[config.mk]
export PLATFORM = sky130hd
export DESIGN_NAME = sio_port
export DESIGN_NICKNAME = d
export VERILOG_FILES = /design/src/rtl/sio_pkg.sv /design/src/rtl/sio_presc.sv /design/src/rtl/sio_edge.sv /design/src/rtl/sio_sclk.sv /design/src/rtl/sio_shift.sv /design/src/rtl/sio_port.sv
export SDC_FILE = /design/constraint.sdc
export NUM_CORES = 1
export LEC_CHECK = 0
export ABC_CLOCK_PERIOD_IN_PS = 5400
export BUFFER_PORTS_ARGS = -buffer_cell sky130_fd_sc_hd__buf_2
export CAP_MARGIN = 20
export CORE_MARGIN = 1.5
export CORE_UTILIZATION = 60
export DETAILED_ROUTE_END_ITERATION = 6
export PLACE_DENSITY = 0.9
export REMOVE_ABC_BUFFERS = 1
export SLEW_MARGIN = 40
export SYNTH_ARGS = -nofsm -noshare
export SYNTH_HDL_FRONTEND = slang
export SYNTH_HIERARCHICAL = 1
export SYNTH_SLANG_ARGS = --single-unit
[constraint.sdc]
create_clock -name clk -period 5.4 [get_ports clk]
set_input_delay 0.54 -clock clk [delete_from_list [all_inputs] [get_ports clk]]
set_output_delay 0.54 -clock clk [all_outputs]
set_load 0.02 [all_outputs]
[src/rtl/sio_pkg.sv]
// Package: shared constants and types of the synchronous serial port.
// Assumes: the prescaler tap range starts at 1 and ends at TAP_MAX.
package sio_pkg;
    localparam int TAP_MAX = 12;
    localparam int SEL_W   = $clog2(TAP_MAX + 1);

    // Source of shift events for the shifter
    typedef enum logic {
        SRC_INTERNAL = 1'b0,
        SRC_EXTERNAL = 1'b1
    } clk_src_e;

    // One pair of shift events, never both high
    typedef struct packed {
        logic rise;
        logic fall;
    } shift_evt_t;
endpackage

[src/rtl/sio_presc.sv]
// Module: free-running power-of-two prescaler with a selectable tap.
// Produces a one-cycle tick every 2^k cycles and a square wave whose high
// phase is 2^(k-1) cycles. k is the select value clamped to 1..TAP_MAX.
// Assumes: the select input is quasi-static.
module sio_presc #(
    parameter int TAP_MAX = sio_pkg::TAP_MAX,
    parameter int SEL_W   = $clog2(TAP_MAX + 1)
) (
    input  logic             clk,
    input  logic             rst_n,
    input  logic [SEL_W-1:0] sel,
    output logic             tap_tick,
    output logic             tap_level
);
    localparam logic [SEL_W-1:0] SEL_MAX = SEL_W'(TAP_MAX);

    logic [TAP_MAX-1:0] cnt;
    logic [SEL_W-1:0]   idx;
    logic [TAP_MAX-1:0] mask;
    logic [TAP_MAX-1:0] shifted;

    // Purpose: free-running count shared by every tap
    always_ff @(posedge clk) begin
        if (!rst_n) cnt <= '0;
        else        cnt <= cnt + 1'b1;
    end

    // Purpose: clamp the select value into the legal tap range
    always_comb begin
        if (sel == '0)          idx = SEL_W'(1);
        else if (sel > SEL_MAX) idx = SEL_MAX;
        else                    idx = sel;
    end

    // Purpose: derive tick and square wave from the selected tap
    always_comb begin
        mask      = {TAP_MAX{1'b1}} >> (SEL_MAX - idx);
        shifted   = cnt >> (idx - SEL_W'(1));
        tap_tick  = ((cnt & mask) == mask);
        tap_level = shifted[0];
    end

    // ticks are always at least two cycles apart
    a_r2_tick_spaced: assert property (@(posedge clk) disable iff (!rst_n)
        tap_tick |=> !tap_tick)
        else $error("tick in adjacent cycles");
endmodule

[src/rtl/sio_edge.sv]
// Module: two-flop synchronizer plus edge detector for the clock pin.
// Emits one-cycle rise and fall pulses three flops after the pin edge.
// Assumes: the pin idles high and its half period exceeds three cycles.
module sio_edge (
    input  logic               clk,
    input  logic               rst_n,
    input  logic               pin,
    output sio_pkg::shift_evt_t evt
);
    logic meta_q, sync_q, last_q;

    // Purpose: synchronize the pin and keep one older sample
    always_ff @(posedge clk) begin
        if (!rst_n) begin
            meta_q <= 1'b1;
            sync_q <= 1'b1;
            last_q <= 1'b1;
        end else begin
            meta_q <= pin;
            sync_q <= meta_q;
            last_q <= sync_q;
        end
    end

    // Purpose: compare synchronized sample with the previous one
    always_comb begin
        evt.rise = sync_q & ~last_q;
        evt.fall = ~sync_q & last_q;
    end

    // the detector never reports both edges in one cycle
    a_r8_single_edge: assert property (@(posedge clk) disable iff (!rst_n)
        !(evt.rise && evt.fall))
        else $error("both edges at once");
endmodule

[src/rtl/sio_sclk.sv]
// Module: internal shift-clock generator. Toggles on each prescaler tick
// while a transfer runs in internal mode and otherwise rests high.
// Assumes: a transfer always starts with the clock high.
module sio_sclk (
    input  logic                clk,
    input  logic                rst_n,
    input  logic                run,
    input  logic                tick,
    output logic                sck,
    output sio_pkg::shift_evt_t evt
);
    // Purpose: hold high when idle, toggle on tick when running
    always_ff @(posedge clk) begin
        if (!rst_n)        sck <= 1'b1;
        else if (!run)     sck <= 1'b1;
        else if (tick)     sck <= ~sck;
    end

    // Purpose: report the edge the next toggle will make
    always_comb begin
        evt.rise = run & tick & ~sck;
        evt.fall = run & tick & sck;
    end

    // the internal clock changes level only on a prescaler tick or when resting
    a_r3_toggle_on_tick: assert property (@(posedge clk) disable iff (!rst_n)
        (sck != $past(sck)) |-> ($past(tick) || !$past(run)))
        else $error("shift clock moved without tick");
endmodule

[src/rtl/sio_shift.sv]
// Module: bidirectional shift engine. Loads a word, presents bits on
// falling events (skipping the first) and captures on rising events.
// Assumes: rise and fall events never coincide; lsb_first is static per transfer.
module sio_shift #(
    parameter int W  = 8,
    parameter int CW = $clog2(W + 1)
) (
    input  logic                clk,
    input  logic                rst_n,
    input  logic                load,
    input  logic [W-1:0]        load_data,
    input  logic                lsb_first,
    input  sio_pkg::shift_evt_t evt,
    input  logic                sin,
    output logic                sout,
    output logic [W-1:0]        rx_data,
    output logic                busy,
    output logic                done
);
    localparam logic [CW-1:0] LAST = CW'(W - 1);

    logic [W-1:0]  tx_q;
    logic [CW-1:0] nrise;

    // Purpose: load, shift out, shift in and track completion
    always_ff @(posedge clk) begin
        if (!rst_n) begin
            tx_q    <= '0;
            rx_data <= '0;
            nrise   <= '0;
            busy    <= 1'b0;
            done    <= 1'b0;
        end else if (load) begin
            tx_q  <= load_data;
            nrise <= '0;
            busy  <= 1'b1;
            done  <= 1'b0;
        end else if (busy) begin
            if (evt.rise) begin
                rx_data <= lsb_first ? {sin, rx_data[W-1:1]} : {rx_data[W-2:0], sin};
                nrise   <= nrise + 1'b1;
                if (nrise == LAST) begin
                    busy <= 1'b0;
                    done <= 1'b1;
                end
            end
            if (evt.fall && nrise != '0) begin
                tx_q <= lsb_first ? {1'b0, tx_q[W-1:1]} : {tx_q[W-2:0], 1'b0};
            end
        end
    end

    // Purpose: present the current outgoing bit
    always_comb sout = lsb_first ? tx_q[0] : tx_q[W-1];

    // outgoing bit holds unless a falling event or a load happens
    a_r4_sout_hold: assert property (@(posedge clk) disable iff (!rst_n)
        (busy && !evt.fall && !load) |=> (sout == $past(sout)))
        else $error("sdo moved without falling edge");

    // done and busy are never set together
    a_r6_done_excl: assert property (@(posedge clk) disable iff (!rst_n)
        !(busy && done))
        else $error("busy and done both set");

    // done only rises right after a rising event
    a_r6_done_after_rise: assert property (@(posedge clk) disable iff (!rst_n)
        $rose(done) |-> $past(evt.rise))
        else $error("done rose without rising edge");
endmodule

[src/rtl/sio_port.sv]
// Module: top of the synchronous serial port. Chooses the shift-event
// source, gates the start strobe and drives the clock and data pins.
// Assumes: ext_clk and lsb_first do not change during a transfer.
module sio_port #(
    parameter int DATA_W  = 8,
    parameter int TAP_MAX = sio_pkg::TAP_MAX,
    parameter int SEL_W   = $clog2(TAP_MAX + 1)
) (
    input  logic              clk,
    input  logic              rst_n,
    input  logic              enable,
    input  logic              ext_clk,
    input  logic              lsb_first,
    input  logic [SEL_W-1:0]  div_sel,
    input  logic              sdio_drive,
    input  logic              start,
    input  logic [DATA_W-1:0] tx_byte,
    output logic [DATA_W-1:0] rx_byte,
    output logic              busy,
    output logic              done,
    input  logic              sck_i,
    output logic              sck_o,
    output logic              sck_oe,
    output logic              sdo,
    input  logic              sdio_i,
    output logic              sdio_o,
    output logic              sdio_oe
);
    import sio_pkg::*;

    clk_src_e   src;
    logic       tap_tick, tap_level;
    logic       int_run, int_sck;
    logic       load;
    logic       sout;
    shift_evt_t int_evt, ext_evt, sel_evt;

    sio_presc #(.TAP_MAX(TAP_MAX), .SEL_W(SEL_W)) i_presc (
        .clk(clk), .rst_n(rst_n), .sel(div_sel),
        .tap_tick(tap_tick), .tap_level(tap_level)
    );

    sio_edge i_edge (
        .clk(clk), .rst_n(rst_n), .pin(sck_i), .evt(ext_evt)
    );

    sio_sclk i_sclk (
        .clk(clk), .rst_n(rst_n), .run(int_run), .tick(tap_tick),
        .sck(int_sck), .evt(int_evt)
    );

    sio_shift #(.W(DATA_W)) i_shift (
        .clk(clk), .rst_n(rst_n), .load(load), .load_data(tx_byte),
        .lsb_first(lsb_first), .evt(sel_evt), .sin(sdio_i),
        .sout(sout), .rx_data(rx_byte), .busy(busy), .done(done)
    );

    // Purpose: select the shift-event source and accept starts
    always_comb begin
        src     = ext_clk ? SRC_EXTERNAL : SRC_INTERNAL;
        int_run = busy & enable & (src == SRC_INTERNAL);
        sel_evt = (src == SRC_EXTERNAL) ? ext_evt : int_evt;
        load    = start & enable & ~busy;
    end

    // Purpose: drive the clock pin and both data pins
    always_comb begin
        if (!enable) begin
            sck_o  = tap_level;
            sck_oe = 1'b1;
        end else if (src == SRC_EXTERNAL) begin
            sck_o  = 1'b1;
            sck_oe = 1'b0;
        end else begin
            sck_o  = int_sck;
            sck_oe = 1'b1;
        end
        sdo     = sout;
        sdio_o  = sout;
        sdio_oe = enable & sdio_drive;
    end

    // a start during a transfer never ends it early
    a_r7_start_ignored: assert property (@(posedge clk) disable iff (!rst_n)
        (busy && start && !sel_evt.rise) |=> busy)
        else $error("start disturbed running transfer");
endmodule

==> flow_summary.ini <==
[logic_synthesis]
synth_area_leaders = dfxtp_1, mux2i_1, nor2_1, mux2_2, a211oi_1
yosysSeqAreaShare_pct = 34.4
netlist_instances = 255
yosysWarnings = 6
synth-seq-cells = 38
syn_area_mm2 = 0.00221
synth-main-ff-cell = dfxtp_1
avgSynthCellArea_um2 = 8.68
ys_types = 55
synth_edf_count = 0
async_flop_share_pct = 0
yosysTopAreaCellShare_pct = 34.4
synth_largest_area_cell = dfxtp_1

[worst_setup_path]
r2r_start = i_presc/cnt[0]
critical_path_required_ns = 5.60
r2r_slack_ns = 2.68
arrival_ns = 3.71
path_common_cell = nor2_1
criticalPathCategory = input port to flip-flop
cp_slowest_cell = and3b_1
cpPeakStageDelay_ns = 0.53
start_kind = input port
crit_path_end_kind = flip-flop
cp_top_family = simple AND/OR/NAND/NOR gates
path_buf_inv = 1
startpoint = div_sel[3]
cp_max_fo = 16
path_cells = buf_2 > nor3_2 > nor2_1 > ha_1 > ha_1 > a21oi_1 > a211oi_1 > nand3_1 > o221ai_1 > nand2_1 > nor2_1 > mux2_2 > and3b_1 > nor2_1 > a211oi_1

[timing]
setup_tns_ns = 0
setup_violations = 0
hold_viol = 0
max_freq_mhz = 284
rsz0062_at_grt = no
period_share_pct = 65.1
slew_viol_final = 0
fin_skew_ns = 0.0121
worst_pin_slew_ns = 0.699
min_period_ns = 3.52
relSlewSlack_pct = 53.4

[worst_hold_path]
hold_start = sck_i
min_path_type = input port to flip-flop

[clock_tree]
clock-root-buffer = clkbuf_8
cts_made_buffers = 5
ctsResizeCount = 0
clk_latency_ns = 0.29
cts_tree = yes
path_clk_slew_ns = 0.08
clockBufferDepth = 2
cts_sinks = 38
cts_max_level = 2
ctsHoldBuffers = 0
cts_setup_buffers = 0

[global_route]
antenna_found_initial = 0
gr-total-overflow = 0
grt_pass1_wl_um = 7850
grt_pass1_vias = 1747
grt_max_degree = 18
grt_util_all_layers_pct = 24.3

[floorplan]
core_mm2 = 0.00344
dieWidth_um = 63.7
ios = 36
start_util_pct = 64.3
dieArea_mm2 = 0.00406
dieHeight_um = 63.7
rows = 21

[place]
port_buffers = 35
placed_cell_area_mm2 = 0.00236
placedCellCount = 322
hpwl_um = 3230
globalplace.congestion = 0.966

[cells_and_area]
antenna_cells = 0
final_area_mm2 = 0.00250
fin_nets = 311
finalNonFillerCells = 330
fill_cells = 256
area_delta_synth_final_pct = 13.2
drive_above_1_share_pct = 24.3

[route]
vias_per_cell = 5.71
drtIter0Drc = 106
post_drt_wl_per_cell_um = 13.8
routed_wl_um = 4550
antenna_left = 0
vias = 1885
drcViolationCount = 0
first_pass_iters = 4

[run_status]
outcome = finished, final reports clean

[power_and_ir_drop]
p_total_uw = 660
leakage_uw = 0.00102
peakVddDrop_mv = 0.218
powerDensity_mw_per_mm2 = 263

[run]
maxCapViolations = 0
==> path summary, 6_finish.rpt <==
kind / to / cells after the start
setup reg to reg: i_shift/rx_data[5] / 10
hold / removal: i_edge/meta_q / 2
setup / recovery: i_shift/rx_data[5] / 15
hold reg to reg: i_edge/sync_q / 1
==> cell type report <==
type / count / area, um^2 / share of cell area, %
multi-input combinational: 192 / 1330 / 53.0
sequential: 38 / 761 / 30.4
timing repair buffer: 35 / 175 / 6.99
clock buffer: 6 / 82.6 / 3.30
clock inverter: 2 / 60.1 / 2.40
tap: 46 / 57.6 / 2.30
inverter: 11 / 41.3 / 1.65
==> cells by family after synthesis <==
family | after synthesis | share of synthesized area, %
buffers and inverters | 25 | 5.77
xor gates and xnor gates | 12 | 4.75
AOI/OAI and AO/OA | 47 | 15.9
muxes | 23 | 10.9
adders and majority gates | 7 | 3.96
and+or+nand+nor | 103 | 24.4
DFF | 38 | 34.4
==> stage by stage <==
stage,hold slack (ns),setup WS [ns],utilization (%)
finish,0.429,1.88,72.8
global route,0.446,1.56,72.8
CTS,0.427,1.93,72.8
detailed placement,0.409,1.68,68.6
global placement,0.392,1.86,68.6
floorplan,0.386,2.25,-
==> registers in the layout, summed over array words and instances, names as in the netlist <==
| register | flops |
|---|---|
| i_edge/last_q | 1 |
| i_edge/meta_q | 1 |
| i_edge/sync_q | 1 |
| i_presc/cnt | 12 |
| i_sclk/sck | 1 |
| i_shift/busy | 1 |
| i_shift/done | 1 |
| i_shift/nrise | 4 |
| i_shift/rx_data | 8 |
| i_shift/tx_q | 8 |
==> cell usage in the layout (no fill, tap or decap), types with 3 or more instances in the layout <==
cell / instances
nand3_1: 11
inv_1: 10
nand2b_1: 9
o22ai_1: 6
mux2_2: 9
o21ai_0: 5
dfxtp_1: 38
mux2i_1: 14
a211oi_1: 12
xnor2_1: 8
nor2_1: 32
nand2_1: 22
and2_1: 3
nand4_1: 5
clkbuf_8: 6
buf_2: 35
a21oi_1: 6
xor2_1: 4
ha_1: 7
==> routing by layer <==
| metal | vias to the layer above | global-route usage (%) | wire (um) |
|---|---|---|---|
| met5 | - | 0 | 0 |
| met1 | 855 | 31.1 | 2120 |
| li1 | 956 | - | - |
| met4 | 0 | 9.24 | 109 |
| met3 | 13 | 5.28 | 191 |
| met2 | 61 | 39.9 | 2130 |
==> where the power goes <==
part | total [uW] | internal (uW) | switching, uW
combinational | 74.5 | 31.2 | 43.2
sequential | 290 | 285 | 5.74
clock | 295 | 197 | 97.8
total | 660 | 513 | 147
==> synth_stat cells, drive strengths merged, types with 3 or more instances <==
library cell	instances
xor2	4
a21oi	6
o22ai	6
mux2i	14
a211oi	12
nand2b	9
and2	4
ha	7
nand3	11
o211ai	3
nand2	22
nor2	34
o21ai	5
inv	10
nand4	6
clkbuf	4
xnor2	8
dfxtp	38
mux2	9
buf	10
Power figures use the tool's default switching activity.
